$ cat src/rtl/cnt_dec_sat_pkg.sv
package cnt_dec_sat_pkg;
    localparam int DATA_W = 64;
    localparam int NARROW_W = 32;

    localparam logic [4:0] PAT_POW2 = 5'd0;
    localparam logic [4:0] PAT_MUL4 = 5'd29;
    localparam logic [4:0] PAT_MUL3 = 5'd30;
    localparam logic [4:0] PAT_ALL  = 5'd31;

    typedef struct packed {
        logic              vld;
        logic [DATA_W-1:0] res;
    } wb_t;
endpackage

$ cat src/rtl/lane_cnt_dec.sv
module lane_cnt_dec
    import cnt_dec_sat_pkg::*;
#(
    parameter int ELEMS = 16,
    parameter int CNT_W = 5
) (
    input  logic [4:0]       pat,
    output logic [CNT_W-1:0] cnt
);
    function automatic int floor_pow2(input int n);
        int r;
        r = 0;
        for (int i = 0; i < 16; i++) begin
            if ((1 << i) <= n) r = 1 << i;
        end
        return r;
    endfunction

    localparam int POW2_N = floor_pow2(ELEMS);
    localparam int MUL3_N = ELEMS - (ELEMS % 3);
    localparam int MUL4_N = ELEMS - (ELEMS % 4);

    logic [9:0] fixed_n;

    always_comb begin
        fixed_n = '0;
        if (pat >= 5'd1 && pat <= 5'd8)
            fixed_n = 10'(pat);
        else if (pat >= 5'd9 && pat <= 5'd13)
            fixed_n = 10'd16 << (pat - 5'd9);

        cnt = '0;
        case (pat)
            PAT_POW2: cnt = CNT_W'(POW2_N);
            PAT_MUL4: cnt = CNT_W'(MUL4_N);
            PAT_MUL3: cnt = CNT_W'(MUL3_N);
            PAT_ALL:  cnt = CNT_W'(ELEMS);
            default: begin
                if (fixed_n != '0 && fixed_n <= 10'(ELEMS))
                    cnt = CNT_W'(fixed_n);
            end
        endcase
    end
endmodule

$ cat src/rtl/clamp_sub.sv
module clamp_sub
    import cnt_dec_sat_pkg::*;
#(
    parameter int PROD_W = 10
) (
    input  logic [DATA_W-1:0] src,
    input  logic [PROD_W-1:0] amount,
    input  logic              wide,
    output logic [DATA_W-1:0] res
);
    localparam int EXT_W = DATA_W + 1;

    logic signed [EXT_W-1:0] opnd;
    logic signed [EXT_W-1:0] diff;
    logic                    under64;
    logic                    under32;

    always_comb begin
        opnd = wide ? $signed({src[DATA_W-1], src})
                    : $signed({{(EXT_W-NARROW_W){src[NARROW_W-1]}}, src[NARROW_W-1:0]});
        diff = opnd - $signed({{(EXT_W-PROD_W){1'b0}}, amount});
        under64 = diff[EXT_W-1] != diff[DATA_W-1];
        under32 = !((&diff[EXT_W-1:NARROW_W-1]) || (~|diff[EXT_W-1:NARROW_W-1]));
        if (wide)
            res = under64 ? {1'b1, {(DATA_W-1){1'b0}}} : diff[DATA_W-1:0];
        else
            res = under32 ? {{(DATA_W-NARROW_W+1){1'b1}}, {(NARROW_W-1){1'b0}}}
                          : diff[DATA_W-1:0];
    end
endmodule

$ cat src/rtl/cnt_dec_sat.sv
module cnt_dec_sat
    import cnt_dec_sat_pkg::*;
#(
    parameter int VLEN_BITS = 256
) (
    input  logic              clk,
    input  logic              rst,
    input  logic              in_valid,
    input  logic [63:0]       src,
    input  logic [4:0]        pat,
    input  logic [3:0]        mul_field,
    input  logic              wide,
    output logic              out_valid,
    output logic [63:0]       out_result
);
    localparam int ELEMS  = VLEN_BITS / 16;
    localparam int CNT_W  = $clog2(ELEMS + 1);
    localparam int PROD_W = CNT_W + 5;

    logic [CNT_W-1:0]  lane_cnt;
    logic [4:0]        mult;
    logic [PROD_W-1:0] amount;
    logic [DATA_W-1:0] sat_res;
    wb_t               wb_d, wb_q;

    lane_cnt_dec #(.ELEMS(ELEMS), .CNT_W(CNT_W)) u_dec (
        .pat (pat),
        .cnt (lane_cnt)
    );

    always_comb begin
        mult   = {1'b0, mul_field} + 5'd1;
        amount = PROD_W'(lane_cnt) * PROD_W'(mult);
    end

    clamp_sub #(.PROD_W(PROD_W)) u_sub (
        .src    (src),
        .amount (amount),
        .wide   (wide),
        .res    (sat_res)
    );

    always_comb begin
        wb_d     = wb_q;
        wb_d.vld = in_valid;
        if (in_valid) wb_d.res = sat_res;
        if (rst) wb_d = '0;
    end

    always_ff @(posedge clk) begin
        wb_q <= wb_d;
    end

    assign out_valid  = wb_q.vld;
    assign out_result = wb_q.res;

    p_count_bound_r1: assert property (@(posedge clk) disable iff (rst)
        32'(lane_cnt) <= ELEMS);
    p_pow2_onehot_r4: assert property (@(posedge clk) disable iff (rst)
        (pat == PAT_POW2) |-> $onehot0(lane_cnt));
    p_unalloc_zero_r6: assert property (@(posedge clk) disable iff (rst)
        (pat >= 5'd14 && pat <= 5'd28) |-> (lane_cnt == '0));
    p_no_wrap_r7: assert property (@(posedge clk) disable iff (rst)
        wide |-> ($signed(sat_res) <= $signed(src)));
    p_sign_ext_r8: assert property (@(posedge clk) disable iff (rst)
        !wide |-> ((&sat_res[63:31]) || (~|sat_res[63:31])));
    p_valid_set_r9: assert property (@(posedge clk) disable iff (rst)
        in_valid |=> out_valid);
    p_valid_clr_r9: assert property (@(posedge clk) disable iff (rst)
        !in_valid |=> !out_valid);
    p_reset_clear_r10: assert property (@(posedge clk)
        rst |=> !out_valid);
endmodule

$ cat config.mk
export PLATFORM = sky130hd
export DESIGN_NAME = cnt_dec_sat
export DESIGN_NICKNAME = d
export VERILOG_FILES = /design/src/rtl/cnt_dec_sat_pkg.sv /design/src/rtl/lane_cnt_dec.sv /design/src/rtl/clamp_sub.sv /design/src/rtl/cnt_dec_sat.sv
export SDC_FILE = /design/constraint.sdc
export NUM_CORES = 1
export LEC_CHECK = 0
export BUFFER_PORTS_ARGS = -buffer_cell sky130_fd_sc_hd__buf_4
export CAP_MARGIN = 20
export CORE_MARGIN = 1.5
export CORE_UTILIZATION = 55
export CTS_CLUSTER_SIZE = 25
export DETAILED_ROUTE_END_ITERATION = 6
export GPL_ROUTABILITY_DRIVEN = 0
export PLACE_DENSITY = 0.85
export REMOVE_ABC_BUFFERS = 1
export SYNTH_ARGS = -nofsm -noshare
export SYNTH_HDL_FRONTEND = slang
export SYNTH_SLANG_ARGS = --single-unit
$ cat constraint.sdc
create_clock -name clk -period 10.1 [get_ports clk]
set_input_delay 0 -clock clk [delete_from_list [all_inputs] [get_ports clk]]
set_output_delay 0 -clock clk [all_outputs]
set_load 0.01 [all_outputs]
==> metrics.txt, run 1 <==
hold_ws=0.00697 ns; CTS Root Buffer Type=clkbuf_8; Final Critical Period=around 8 ns; Remaining DRCs=0; Detail Route Antenna Nets=0; CP Launch Type=input port; CTS buffer count=9; final core occ=0.714; area leader, netlist=dfxtp_1; yosys warns=0; Via-to-Cell Ratio=6.26; #FFs+latches synth=65; layout cells sized above 1=0.204; mux contribution to synthesized area=0.00895; Worst EP required=between 10 and 15 ns; Core Region=about 10,000 um2; Worst Path Arrival=around 8.2 ns; Syn Std Cell Area=just under 6000 um2; Worst-Margin Slew=about 0.86 ns; critical path class=input port to register; synth unique cells=70; Gate Count Post-Synth=760; EDFF count, synth=0; Site Rows=37; Die Ht=around 110 um; Critical-path top delay cell=a21oi_1; register area share after synthesis=0.222; CP most frequent cell=a21oi_1; die width=approximately 110 um; post-route cell area=~7400 um2; Clock Latency Late Sink=between 0.3 and 0.4 ns; largest family of logic cells by synthesized area=simple AND/OR/NAND/NOR gates; Sink Count=between 60 and 70; XOR/XNOR Fraction of Synth Area=0.0999; maximum clock frequency=0.125 GHz; Syn-to-layout area delta=25.5%; top cells by area, synth=dfxtp_1, ha_1, nand2_1, a21oi_1, xnor2_1; fin worst setup slack=approximately 2.1 ns; DIE AREA=~11,000 um2; Cell Pwr Density=around 110 nW/um2; Place WS=about 1.9 ns; Leak=between 0.003 and 0.004 uW; Final Routed Wirelength=18.0 mm; HP Class=input port to register; Max clock buf depth=2; most common cell after layout, fill and taps aside=buf_4; global route overflow=0; antenna violations before repair=0; Final Max Slew Viols=0; Slew headroom=0.420; first-pass GRT wire length=approximately 29 mm; asr flop ratio synth=0; Worst VDD drop=around 0.071 mV; Port Buffer Count=roughly 140; Synth Area in Compound Gates=0.250; routed wire length per instance=~17 um; final hold vios=0; ys flop type=dfxtp_1; area share of the largest cell type after synthesis=0.222; # IOs=roughly 140; placed cell areas=7010 um2; via count=approximately 6,500; adder-cell area share of the yosys netlist=0.102; pin count of the biggest net entering global routing=63; Post-Synth Simple-Gate Area=0.270; vias in the first global route=~6,300; max incr delay on CP=roughly 0.56 ns; Starting Density=0.569; setup tns final=0 ns; CTS tree=built; clock skew=0 ns; Clock Pin Slew Worst Setup and Hold Paths=~0.07 ns; most frequent cells in the layout=buf_4, nand2_1, dfxtp_1; CP Max Fanout=34; setup violators final=0; crit share post-route=0.790; MaxCap Viol Count=0; RSZ-0062 raised after global routing=no; Final #Nets=between 1,000 and 1,500; number of H-tree levels=3; Overall Global Routing Usage=0.317; initial drt markers=493; status=finished, final reports clean; 1st-pass router iterations=7; Syn Area/Cell=about 7.7 um2; post-DP HPWL=13.9 mm; Antenna Cells=0; CP endpoint kind=register
state kept, by name, indices dropped and copies added (netlist names):
signal      count
out_valid       1
out_result     64
power by group:
part	total, uW	switching, uW	leakage (uW)	internal (uW)
Clock	246	108	0.000109	139
Sequential	288	11.8	0.000535	277
Combinational	260	147	0.00249	113
Total	795	267	0.00314	528
what timing repair did:
| action | in CTS | in global routing |
|---|---|---|
| hold buffers | 11 | 0 |
| gates resized for setup | 0 | 0 |
| buffers inserted | 0 | 0 |
| endpoints found under the setup margin | 0 | 0 |
| hold endpoints to repair | 22 | 0 |
stage by stage:
stage | power [uW] | std cells
after CTS | 790 | 1032
after floorplan | 432 | 725
final | 795 | 1034
after global placement | 534 | 1005
after global routing | 834 | 1034
after detailed placement | 542 | 1005
layer usage:
| layer | track usage | share of wire |
|---|---|---|
| met4 | 0.160 | 0.040 |
| met1 | 0.397 | 0.42 |
| met3 | 0.0582 | 0.080 |
| met2 | 0.521 | 0.46 |
| met5 | 0 | 0 |
path summary, 6_finish.rpt:
check             slack, ns                        start                           to  cells after the start
setup reg to reg       9.28  out_result[48]$_SDFFE_PP0P_  out_result[48]$_SDFFE_PP0P_                      2
hold / removal        0.007                      src[13]  out_result[13]$_SDFFE_PP0P_                      3
hold reg to reg        0.46  out_result[24]$_SDFFE_PP0P_  out_result[24]$_SDFFE_PP0P_                      2
setup / recovery       2.12                       pat[3]  out_result[17]$_SDFFE_PP0P_                     29
critical path, delay by kind of cell:
kind                       cells  cell delay, ns
and+or+nand+nor                9            2.45
xor gates and xnor gates       1            0.16
AOI/OAI and AO/OA             10            2.63
buffers and inverters          3            0.53
adders and majority gates      6            2.43
cells in the mapped netlist (3+ instances only):
library cell and n:
a211oi_1 6, a21o_1 22, a21oi_1 60, a22o_1 10
a22oi_1 4, a31oi_1 3, and2_1 6, and3_1 5
and4_1 3, buf_2 3, clkbuf_1 31, dfxtp_1 65
fa_1 10, ha_1 32, inv_1 36, mux2i_1 3
nand2_1 91, nand2b_1 15, nand3_1 18, nand3b_1 5
nand4_1 16, nor2_1 54, nor2b_1 7, nor3_1 16
nor3b_1 8, nor4_1 19, o211ai_1 3, o21a_1 3
o21ai_0 27, o21bai_1 3, o2bb2ai_1 11, o31a_1 3
o31ai_1 30, o31ai_2 7, or3_1 9, or4_1 7
or4b_1 3, xnor2_1 34, xor2_1 33
cell type report:
type | instances | area (um2)
well taps | 136 | 170
multi-input cells | 624 | 4320
inverters | 36 | 135
clock buffers | 9 | 124
fillers | 821 | 2950
repair buffers | 157 | 1230
flip-flops and latches | 65 | 1300
clock inverters | 7 | 95.1
logic make-up after synthesis:
family          after synthesis
mux                           5
compound gates              212
flops                        65
fa+ha+maj                    42
xor+xnor                     67
simple gates                298
buf+inv                      71
Note: power is estimated with default switching activity, not from simulation.
==> run 2: changes to the inputs <==
ABC_AREA = 1   (was unset)
CORE_UTILIZATION = 58   (was 55)
PLACE_DENSITY = 0.86   (was 0.85)
clock period = 8.3 ns   (was 10.1 ns; I/O delays follow)
==> run 2 against run 1 <==
Net effect:
- cell area rose by 21%
- sequential power rose by 19%
- largest cell class unchanged
- first-iteration DRC count rose by 99%
==> metrics.txt, run 2 <==
status=finished, final reports clean; setup tns final=0 ns (unchanged); critical path class=input port to register; Detail Route Antenna Nets=0 (unchanged); CP Launch Type=input port; clock skew=0 ns (unchanged); max FFs per register=64 (unchanged); CP most frequent cell=a21oi_1; CTS tree=built; die width=117 um (+9.6%); routed wire length per instance=14.6 um (-16%); initial drt markers=982 (+99%); CTS buffer count=9 (unchanged); Core Region=12,600 um2 (+22%); Slew headroom=0.551 (+0.131); final core occ=0.707 (-0.00673); Worst EP required=8.56 ns (-1.79 ns); HP Class=input port to register; most frequent cell after synthesis=nand2_1; Remaining DRCs=0 (unchanged); Synth top cells by count=nand2_1, inv_1, nor2_1, nand3_1, dfxtp_1; area share of the largest cell type after synthesis=0.227 (+0.00584); post-DP HPWL=18.5 mm (+33%); CP endpoint kind=register; via count=8,723 (+35%); EDFF count, synth=0 (unchanged); # IOs=142 (unchanged); Worst Path Arrival=7.20 ns (-1.03 ns); Die Ht=117 um (+9.6%); synth unique cells=39 (-44%); CP Max Fanout=31 (-8.8%); DIE AREA=13,600 um2 (+20%); Clock Pin Slew Worst Setup and Hold Paths=0.06 ns (about the same); Worst VDD drop=0.0915 mV (+30%); most frequent cells in the layout=nand2_1, inv_1, nor2_1; max incr delay on CP=0.54 ns (-0.02 ns); Worst-Margin Slew=0.673 ns (-0.185 ns); Final Critical Period=slightly below 7 ns; Final #Nets=1,530 (+51%); crit share post-route=0.836; Gate Count Post-Synth=1,293 (+70%); first-pass GRT wire length=36.9 mm (+27%); pin count of the biggest net entering global routing=61 (-3.2%); Port Buffer Count=141 (unchanged); ys flop type=dfxtp_1; yosys warns=0 (unchanged); Total Power=1200 uW (+51%); post-CTS setup buffers=0 (unchanged); Sink Count=65 (unchanged); Final Max Slew Viols=0 (unchanged); CTS Root Buffer Type=clkbuf_16; Max clock buf depth=2 (unchanged); #FFs+latches synth=65 (unchanged); asr flop ratio synth=0 (unchanged); Critical-path top delay cell=fa_1; Site Rows=41 (+11%); Syn Area/Cell=5.78 um2 (-25%); register area share after synthesis=0.174 (-0.0475); top cells by area, synth=nand2_1, dfxtp_1, inv_1, nor2_1, nand3_1; Syn-to-layout area delta=19.4%; antenna violations before repair=0 (unchanged); RSZ-0062 raised after global routing=no; Via-to-Cell Ratio=5.49 (-12%); most common cell after layout, fill and taps aside=nand2_1; number of H-tree levels=3 (unchanged); maximum clock frequency=between 0.1 and 0.15 GHz; layout cells sized above 1=0.184 (-0.0202); Final Routed Wirelength=23.2 mm (+29%); final hold vios=0 (unchanged); Antenna Cells=0 (unchanged); Clock Latency Late Sink=0.34 ns (about the same); Cell Pwr Density=134 nW/um2 (+25%); Starting Density=0.592 (+0.0236); MaxCap Viol Count=0 (unchanged); global route overflow=0 (unchanged); setup violators final=0 (unchanged); Syn Std Cell Area=7480 um2 (+27%); Leak=0.00455 uW (+45%); 1st-pass router iterations=6 (-1); vias in the first global route=8,027 (+28%); area leader, netlist=nand2_1; Overall Global Routing Usage=0.347 (+0.0294)
run 2: cell type report:
| cell class | count | area [um2] |
|---|---|---|
| tap | 172 | 215 |
| clock buffer | 12 | 256 |
| timing repair buffer | 145 | 1090 |
| multi-input combinational | 1001 | 5250 |
| inverter | 189 | 712 |
| fill | 1150 | 3700 |
| sequential | 65 | 1300 |
| clock inverter | 4 | 98.8 |
run 2: critical path: cells and delay by family:
family	cells	cell delay, ns
adder cells (fa/ha/maj)	6	2.59
buffers and inverters	5	0.74
XOR/XNOR	2	0.40
AO/OA/AOI/OAI	10	2.08
AND/OR/NAND/NOR	9	1.35
run 2: per-layer routing:
metal	wire length (um)	GRT usage
met1	9320	0.430
met2	10800	0.585
met3	2100	0.0643
met4	989	0.161
met5	0	0
run 2: cell families (layout without fill, tap and decap cells):
kind of cell | count (synthesis) | count (layout) | synth area share
AOI/OAI and AO/OA | 113 | 113 | 0.0931
xor gates and xnor gates | 40 | 40 | 0.0469
and+or+nand+nor | 806 | 806 | 0.480
DFF | 65 | 65 | 0.174
adders and majority gates | 42 | 42 | 0.0803
buffers and inverters | 227 | 350 | 0.125
run 2: per-stage QoR:
step	area (um2)	hold slack, ns	cells	setup WS, ns
after global placement	8560	0.323	1571	1.46
after detailed placement	8560	0.334	1571	1.22
after CTS	8920	0.00449	1588	1.49
final	8920	0.00979	1588	1.37
after global routing	8920	0.00677	1588	0.834
after floorplan	7250	0.0624	1255	-0.105
run 2: power breakdown:
part | internal, uW | leakage (uW) | switching (uW)
sequential | 333 | 0.000534 | 11.2
combinational | 150 | 0.00384 | 252
clock | 310 | 0.000173 | 143
total | 793 | 0.00455 | 406
run 2: what timing repair did:
item                                   CTS  global route
endpoints found under the hold margin    3             0
hold buffers                             1             0
gates resized for setup                  0             0
run 2: path summary, 6_finish.rpt:
path                               startpoint                          end  slack [ns]  depth (start not counted)
setup / recovery                       pat[0]  out_result[16]$_SDFFE_PP0P_        1.37                         32
hold / removal                        src[12]  out_result[12]$_SDFFE_PP0P_        0.01                          4
setup reg to reg  out_result[49]$_SDFFE_PP0P_  out_result[49]$_SDFFE_PP0P_        7.50                          3
hold reg to reg   out_result[61]$_SDFFE_PP0P_  out_result[61]$_SDFFE_PP0P_        0.46                          2
==> run 3: changes to the inputs <==
clock period = 6.9 ns   (was 8.3 ns; I/O delays follow)
==> run 3 against run 2 <==
Net effect:
- worst hold slack got worse by 0.0084 ns
- power increased by 13%
- first-iteration DRC count increased by 0.10%
- clock skew unchanged
- non-clock buffer count increased by 15
- sequential power increased by 20%
==> metrics.txt, run 3 (synthesis results as in run 2) <==
CP most frequent cell=nand2_1; die width=117 um (unchanged); Detail Route Antenna Nets=0 (unchanged); FF-to-FF path depth=4 (+1); routed wire length per instance=14.8 um (+0.95%); status=finished, final reports clean; critical path class=input port to register; crit share post-route=0.936; clock skew=0 ns (unchanged); max FFs per register=64 (unchanged); CTS buffer count=9 (unchanged); Max clock buf depth=2 (unchanged); via count=8,864 (+1.6%); Final #Nets=1,545 (+0.98%); Worst VDD drop=0.0992 mV (+8.4%); Reg-to-Reg End=out_result[52]$_SDFFE_PP0P_; HP Class=input port to register; layout cells sized above 1=0.204 (+0.0204); Worst EP required=7.17 ns (-1.39 ns); Die Ht=117 um (unchanged); final hold vios=0 (unchanged); Core Region=12,600 um2 (unchanged); global route overflow=0 (unchanged); MaxCap Viol Count=0 (unchanged); most common cell after layout, fill and taps aside=nand2_1; max incr delay on CP=0.54 ns (about the same); Antenna Cells=0 (unchanged); Slew headroom=0.539 (-0.0126); Final Max Slew Viols=0 (unchanged); CTS Root Buffer Type=clkbuf_16; setup violators final=0 (unchanged); Reg2Reg Launch Point=out_result[52]$_SDFFE_PP0P_; Cell Pwr Density=149 nW/um2 (+11%); CP Launch Type=input port; final core occ=0.722 (+0.0145); most frequent cells in the layout=nand2_1, inv_1, buf_4; CTS tree=built; Via-to-Cell Ratio=5.53 (+0.67%); Clock Latency Late Sink=0.34 ns (about the same); 1st-pass router iterations=6 (unchanged); post-DP HPWL=18.4 mm (-0.51%); Sink Count=65 (unchanged); Final Critical Period=between 6 and 7 ns; vias in the first global route=8,160 (+1.7%); number of H-tree levels=3 (unchanged); DIE AREA=13,600 um2 (unchanged); maximum clock frequency=0.155 GHz; Site Rows=41 (unchanged); antenna violations before repair=0 (unchanged); Critical-path top delay cell=fa_1; Starting Density=0.592 (unchanged); Remaining DRCs=0 (unchanged); Post-Place Cells=1,580 (+0.57%); final non-filler cell total=1,603 (+0.94%); pin count of the biggest net entering global routing=67 (+9.8%); R2R Setup Slk=6.12 ns (-1.38 ns); crit path from=pat[0]; Leak=0.00459 uW (+0.94%); CP endpoint kind=register; Total Power=1360 uW (+13%); fillers=1,117 (-2.9%); Port Buffer Count=141 (unchanged); Final Routed Wirelength=23.7 mm (+1.9%); Syn-to-layout area delta=21.8%; Overall Global Routing Usage=0.350 (+0.00367); Worst Path Arrival=6.73 ns (-0.47 ns); CP Max Fanout=7 (-77%); first-pass GRT wire length=37.5 mm (+1.6%); # IOs=142 (unchanged); Worst-Margin Slew=0.692 ns (+0.0189 ns); critical path capture point=out_result[27]$_SDFFE_PP0P_; Clock Pin Slew Worst Setup and Hold Paths=0.06 ns (about the same); initial drt markers=983 (+0.10%)
-- run 3: cell types whose count changed in the layout (fill, tap and decap cells not counted), moves of 3 or more --
cell           previous run  this run
buf_4                   144       153
nor2_1                  145       137
a21oi_1                  35        30
a21oi_2                  28        33
clkinvlp_4                0         4
nor2_2                   20        24
nor2_4                    2         6
bufinv_16                 3         0
dlygate4sd3_1             1         4
-- run 3: layout make-up --
class	count	area, um2	area share
clock buffers	11	253	0.0278
clock inverters	5	38.8	0.00426
flip-flops and latches	65	1300	0.143
repair buffers	160	1250	0.138
multi-input cells	1001	5330	0.586
well taps	172	215	0.0236
inverters	189	712	0.0782
-- run 3: where the power goes --
part	total, uW	internal [uW]	leakage [uW]	switching, uW
clock	450	264	0.000130	186
combinational	496	188	0.00392	308
sequential	413	400	0.000534	13.3
total	1360	852	0.00459	507
-- run 3: per-layer routing --
metal	global-route usage	wire, um	up-vias
li1	-	-	4302
met1	0.427	9550	3904
met2	0.567	10600	526
met3	0.0794	2170	132
met4	0.209	1410	0
met5	0	0	-
-- run 3: how the worst min path moves through the flow --
| stage | cells after the start | endpoint | startpoint |
|---|---|---|---|
| floorplan | 1 | out_result[10]$_SDFFE_PP0P_ | rst |
| global placement | 4 | out_result[12]$_SDFFE_PP0P_ | src[12] |
| detailed placement | 4 | out_result[12]$_SDFFE_PP0P_ | src[12] |
| CTS | 4 | out_result[22]$_SDFFE_PP0P_ | src[22] |
| global route | 4 | out_result[22]$_SDFFE_PP0P_ | src[22] |
| finish | 4 | out_result[22]$_SDFFE_PP0P_ | src[22] |
-- run 3: per-stage QoR --
step | hold slack, ns | cell area (um2) | setup WS, ns | setup TNS (ns)
after floorplan | 0.0624 | 7250 | -1.51 | -47.81
final | 0.00134 | 9110 | 0.442 | 0
after CTS | 0.00513 | 8980 | 0.443 | 0
after detailed placement | 0.340 | 8650 | 0.0929 | 0
after global routing | 0.0112 | 9110 | -0.00116 | -0.00116
after global placement | 0.341 | 8650 | 0.352 | 0
-- run 3: what timing repair did --
| action | in CTS | in global routing |
|---|---|---|
| resized for setup | 0 | 25 |
| endpoints found under the setup margin | 0 | 61 |
| hold buffers | 4 | 0 |
| buffers inserted | 0 | 2 |
| hold endpoints to repair | 4 | 0 |
-- run 3: critical path: cells and delay by family --
| family | cells | cell delay (ns) |
|---|---|---|
| buffers and inverters | 6 | 0.65 |
| adder cells (fa/ha/maj) | 5 | 2.31 |
| AND/OR/NAND/NOR | 22 | 2.60 |
| XOR/XNOR | 1 | 0.10 |
| AO/OA/AOI/OAI | 7 | 1.06 |
